--- src/rtl/scl_clkgen_pkg.sv ---
package scl_clkgen_pkg;
  localparam int DIV_W = 8;
  localparam int EXP_W = 3;
  localparam int CFG_W = EXP_W + 2 * DIV_W;

  typedef struct packed {
    logic [EXP_W-1:0] exp;
    logic [DIV_W-1:0] hi_div;
    logic [DIV_W-1:0] lo_div;
  } scl_cfg_t;
endpackage

--- src/rtl/scl_cfg_store.sv ---
module scl_cfg_store
  import scl_clkgen_pkg::*;
#(
  parameter scl_cfg_t RST_CFG = '0
) (
  input  logic     clk_i,
  input  logic     rst_ni,
  input  logic     we_i,
  input  scl_cfg_t wdata_i,
  input  logic     load_i,
  output scl_cfg_t act_o
);
  scl_cfg_t cfg_q, act_q;
  scl_cfg_t cfg_fwd;

  // a write in the boundary cycle is forwarded into the next phase
  assign cfg_fwd = we_i ? wdata_i : cfg_q;

  always_ff @(posedge clk_i or negedge rst_ni) begin
    if (!rst_ni) begin
      cfg_q <= RST_CFG;
      act_q <= RST_CFG;
    end else begin
      if (we_i) cfg_q <= wdata_i;
      if (load_i) act_q <= cfg_fwd;
    end
  end

  assign act_o = act_q;
endmodule

--- src/rtl/scl_phase_len.sv ---
module scl_phase_len
  import scl_clkgen_pkg::*;
#(
  parameter int OFFSET  = 4,
  parameter int MAX_EXP = 5,
  parameter int CNT_W   = DIV_W + MAX_EXP + 1
) (
  input  scl_cfg_t         cfg_i,
  input  logic             level_i,
  output logic [CNT_W-1:0] len_o
);
  logic [EXP_W-1:0] exp_eff;
  logic [DIV_W-1:0] div;

  generate
    if (MAX_EXP >= (1 << EXP_W) - 1) begin : g_no_clamp
      assign exp_eff = cfg_i.exp;
    end else begin : g_clamp
      assign exp_eff = (cfg_i.exp > EXP_W'(MAX_EXP)) ? EXP_W'(MAX_EXP) : cfg_i.exp;
    end
  endgenerate

  assign div   = level_i ? cfg_i.hi_div : cfg_i.lo_div;
  assign len_o = (CNT_W'(div) << exp_eff) + CNT_W'(OFFSET);
endmodule

--- src/rtl/scl_phase_cnt.sv ---
module scl_phase_cnt #(
  parameter int CNT_W = 14
) (
  input  logic             clk_i,
  input  logic             rst_ni,
  input  logic             en_i,
  input  logic [CNT_W-1:0] len_i,
  output logic             tick_o,
  output logic             scl_o
);
  logic [CNT_W-1:0] cnt_q;
  logic             scl_q;

  assign tick_o = en_i && (cnt_q == len_i - CNT_W'(1));
  assign scl_o  = scl_q;

  always_ff @(posedge clk_i or negedge rst_ni) begin
    if (!rst_ni) begin
      cnt_q <= '0;
      scl_q <= 1'b1;
    end else if (!en_i) begin
      cnt_q <= '0;
      scl_q <= 1'b1;
    end else if (tick_o) begin
      cnt_q <= '0;
      scl_q <= ~scl_q;
    end else begin
      cnt_q <= cnt_q + CNT_W'(1);
    end
  end
endmodule

--- src/rtl/scl_clkgen.sv ---
module scl_clkgen
  import scl_clkgen_pkg::*;
#(
  parameter int          OFFSET  = 4,
  parameter int          MAX_EXP = 5,
  parameter logic [18:0] RST_CFG = 19'h2F9F9
) (
  input  logic        clk_i,
  input  logic        rst_ni,
  input  logic        en_i,
  input  logic        cfg_we_i,
  input  logic [18:0] cfg_i,
  output logic        tick_o,
  output logic        scl_o
);
  localparam int CNT_W = DIV_W + MAX_EXP + 1;

  scl_cfg_t         act_cfg;
  logic [CNT_W-1:0] phase_len;
  logic             tick;
  logic             scl;

  scl_cfg_store #(
    .RST_CFG(scl_cfg_t'(RST_CFG))
  ) u_store (
    .clk_i  (clk_i),
    .rst_ni (rst_ni),
    .we_i   (cfg_we_i),
    .wdata_i(scl_cfg_t'(cfg_i)),
    .load_i (tick || !en_i),
    .act_o  (act_cfg)
  );

  scl_phase_len #(
    .OFFSET (OFFSET),
    .MAX_EXP(MAX_EXP),
    .CNT_W  (CNT_W)
  ) u_len (
    .cfg_i  (act_cfg),
    .level_i(scl),
    .len_o  (phase_len)
  );

  scl_phase_cnt #(
    .CNT_W(CNT_W)
  ) u_cnt (
    .clk_i (clk_i),
    .rst_ni(rst_ni),
    .en_i  (en_i),
    .len_i (phase_len),
    .tick_o(tick),
    .scl_o (scl)
  );

  assign tick_o = tick;
  assign scl_o  = scl;
endmodule

--- config.mk ---
export PLATFORM = sky130hd
export DESIGN_NAME = scl_clkgen
export DESIGN_NICKNAME = d
export VERILOG_FILES = /design/src/rtl/scl_clkgen_pkg.sv /design/src/rtl/scl_cfg_store.sv /design/src/rtl/scl_phase_len.sv /design/src/rtl/scl_phase_cnt.sv /design/src/rtl/scl_clkgen.sv
export SDC_FILE = /design/constraint.sdc
export NUM_CORES = 1
export LEC_CHECK = 0
export BUFFER_PORTS_ARGS = -buffer_cell sky130_fd_sc_hd__buf_2
export CORE_ASPECT_RATIO = 0.7
export CORE_MARGIN = 2
export CORE_UTILIZATION = 55
export DETAILED_ROUTE_END_ITERATION = 7
export PLACE_DENSITY = 0.74
export SLEW_MARGIN = 5
export SYNTH_ARGS = -nofsm -noshare
export SYNTH_HDL_FRONTEND = slang
export SYNTH_SLANG_ARGS = --single-unit
--- constraint.sdc ---
create_clock -name clk_i -period 4.65 [get_ports clk_i]
set_clock_uncertainty 0.1 [all_clocks]
set_input_delay 0.6975 -clock clk_i [delete_from_list [all_inputs] [get_ports clk_i]]
set_output_delay 0.6975 -clock clk_i [all_outputs]
set_load 0.01 [all_outputs]
==> metrics.yaml <==
drt:
  drtAntennaViolNets: 0
  drc_errors: 0
  num_vias: 2283
  wirelength_um: 6840
  drtIter0Drc: 178
  via_per_inst: 5.88
  drtPass1Iterations: 4
  routedWlPerCell_um: 17.6
synth:
  synth_top_cell_by_area: "dfstp_2"
  ys_warn_count: 0
  synth-seq-cells: 53
  synthCells: 291
  synth_area_um2: 3280
  yosysTopAreaCellShare_pct: 21.6
  ys_seq_area_share_pct: 41.5
  synth_ff_type: "dfstp_2"
  ys_top_cells_by_area: "dfstp_2 (22%), dfrtp_1 (20%), mux2_2 (10%), mux2_4 (7.3%), mux2i_1 (4.3%)"
  synth_edf_count: 0
  synthArstFlopShare_pct: 100
  avgSynthCellArea_um2: 11.3
  ys_types: 59
  syn_nets: 316
die:
  io_pins: 25
  rows: 23
  dieArea_um2: 6600
  core-area_um2: 5730
  start_util_pct: 57.2
  die_y_um: 68.6
  dieWidth_um: 96.3
clock_network:
  ctsResizeCount: 0
  post-cts-setup-buffer-count: 0
  numCtsBuffers: 5
  clock_sinks: 53
  cts_tree: "yes"
  hold_buffers: 0
  cts_max_path_buffers: 2
  clkTransAtPathRegs_ns: 0.10
  clk_latency_ns: 0.31
  htreeDepth: 2
  clock-root-buffer: "clkbuf_8"
setup_path:
  critPathLaunchType: "flop"
  cp-end-kind: "output port"
  setup.worst_path.start: "u_cnt.scl_o"
  reg2regPathDepth: 11
  worstSetupPathType: "flop to output port"
  worstPathRequired_ns: 3.85
  worstReg2RegStart: "u_cnt.scl_o"
  crit_fanout: 14
  reg2reg_to: "u_store.act_o[2]"
  r2r_setup_slack_ns: 0.80
  cp.arrival_ns: 3.49
  crit_end: "tick_o"
pwr:
  leakage_nw: 1.55
  vdd_drop_max_mv: 0.192
  power_density_nw_per_um2: 358
  total_power_w: 0.00127
sta:
  rsz0062_at_grt: "false"
  maxSlewHeadroom_pct: 57.2
  final.period_utilization_pct: 92.1
  worst_pin_slew_ns: 0.636
  setup_viol: 0
  final_hold_viol_count: 0
  layout_min_cycle_time_ns: 4.28
  fmax_mhz: 233
  fin_setup_tns_ns: 0
  drv_slew: 0
placement:
  globalplace.congestion: 0.957
  dp_hpwl_um: 5140
  io_buffers: 24
global_route:
  grtUsageTotal_pct: 23.4
  grt_pass1_vias: 2232
  grt_overflow: 0
  grt_first_pass_wirelength_um: 11600
  grt_max_degree: 34
  antenna_found_initial: 0
cells_and_area:
  num-fill-cells: 492
  drive_gt1_share_pct: 38.3
  final_cell_mix: "mux2_2 (29), nor2_1 (27), dfstp_2 (27), dfrtp_1 (25), buf_2 (24)"
  layout.nets: 337
  num_antenna_cells: 0
  regArea_um2: 1360
  final_common_cell: "mux2_2"
  areaGrowthSynthToFinish_pct: 8.21
  multi_input_area_um2: 1780
job:
  maxCapViolCount: 0
status:
  outcome: "finished clean"
hold_path:
  hp-class: "primary input to asynchronous set/reset pin"
## metrics by stage
stage / instances / cell area (µm²) / worst slack (ns) / hold WS (ns) / utilization [%]
4_1_cts: 388 / 3540 / 0.247 / 0.305 / 61.9
3_3_place_gp: 380 / 3420 / 0.650 / 0.380 / 59.8
3_5_place_dp: 380 / 3420 / 0.608 / 0.390 / 59.8
2_1_floorplan: 291 / 3280 / 1.06 / 0.302 / -
5_1_grt: 388 / 3550 / 0.0667 / 0.329 / 61.9
6_report: 388 / 3550 / 0.367 / 0.290 / 61.9
## final cells by class
type                    instances  share of cell area [%]
multi-input cells             218                    50.3
clock buffers                   7                    3.03
repair buffers                 29                    4.80
flip-flops and latches         53                    38.4
clock inverters                 1                   0.318
inverters                       5                   0.529
well taps                      75                    2.65
## routing by layer
layer,part of all wire (%),up-vias,global-route usage (%)
met5,0,-,0
met2,42,80,34.0
met3,6.5,3,4.67
li1,-,1085,-
met4,0.34,0,5.36
met1,51,1115,36.0
## how the worst min path moves through the flow
stage	depth (start not counted)	startpoint	to
2_1_floorplan	0	rst_ni	u_cnt.cnt_q[0]
3_3_place_gp	1	u_store.cfg_q[2]	u_store.cfg_q[2]
3_5_place_dp	1	u_store.cfg_q[2]	u_store.cfg_q[2]
4_1_cts	1	rst_ni	u_store.cfg_q[1]
5_1_grt	1	rst_ni	u_store.act_o[1]
6_report	1	rst_ni	u_store.cfg_q[1]
## sequential cells by signal (all words and copies together) (netlist names)
name / count
u_store.act_o: 19
u_cnt.scl_o: 1
u_store.cfg_q: 19
u_cnt.cnt_q: 14
## cell usage after synthesis (4+ instances only)
| cell | n |
|---|---|
| nor2_1 | 27 |
| mux2_2 | 29 |
| xnor2_1 | 12 |
| mux2_4 | 16 |
| nor3_1 | 5 |
| xor2_1 | 12 |
| a21oi_1 | 8 |
| mux2i_1 | 14 |
| clkbuf_1 | 5 |
| nand3_1 | 14 |
| inv_1 | 5 |
| nand2_1 | 14 |
| buf_6 | 6 |
| dfstp_2 | 27 |
| and3_1 | 4 |
| o21ai_0 | 5 |
| dfrtp_1 | 26 |
## critical path: stages, from the launching register on
cell	delay, ns
dfstp_2	0.73
buf_4	0.21
mux2i_1	0.49
mux2i_1	0.18
a2bb2oi_1	0.30
nand2_1	0.20
a41o_1	0.28
a221oi_1	0.24
and4_4	0.27
and3_1	0.14
buf_2	0.12
## cells by family after synthesis
family / count (synthesis) / share of synthesized area [%]
flip-flops: 53 / 41.5
buffers and inverters: 20 / 4.12
adder cells (fa/ha/maj): 2 / 0.764
AO/OA/AOI/OAI: 40 / 8.86
AND/OR/NAND/NOR: 89 / 14.0
XOR/XNOR: 25 / 7.14
multiplexers: 62 / 23.6
## power by group
part / total, W / leakage (nW) / internal [W] / switching (W)
Combinational: 0.000378 / 0.869 / 0.000183 / 0.000195
Clock: 0.000320 / 0.0615 / 0.000158 / 0.000162
Sequential: 0.000571 / 0.616 / 0.000526 / 0.0000451
Total: 0.00127 / 1.55 / 0.000867 / 0.000402
Note: power is estimated with default switching activity, not from simulation.
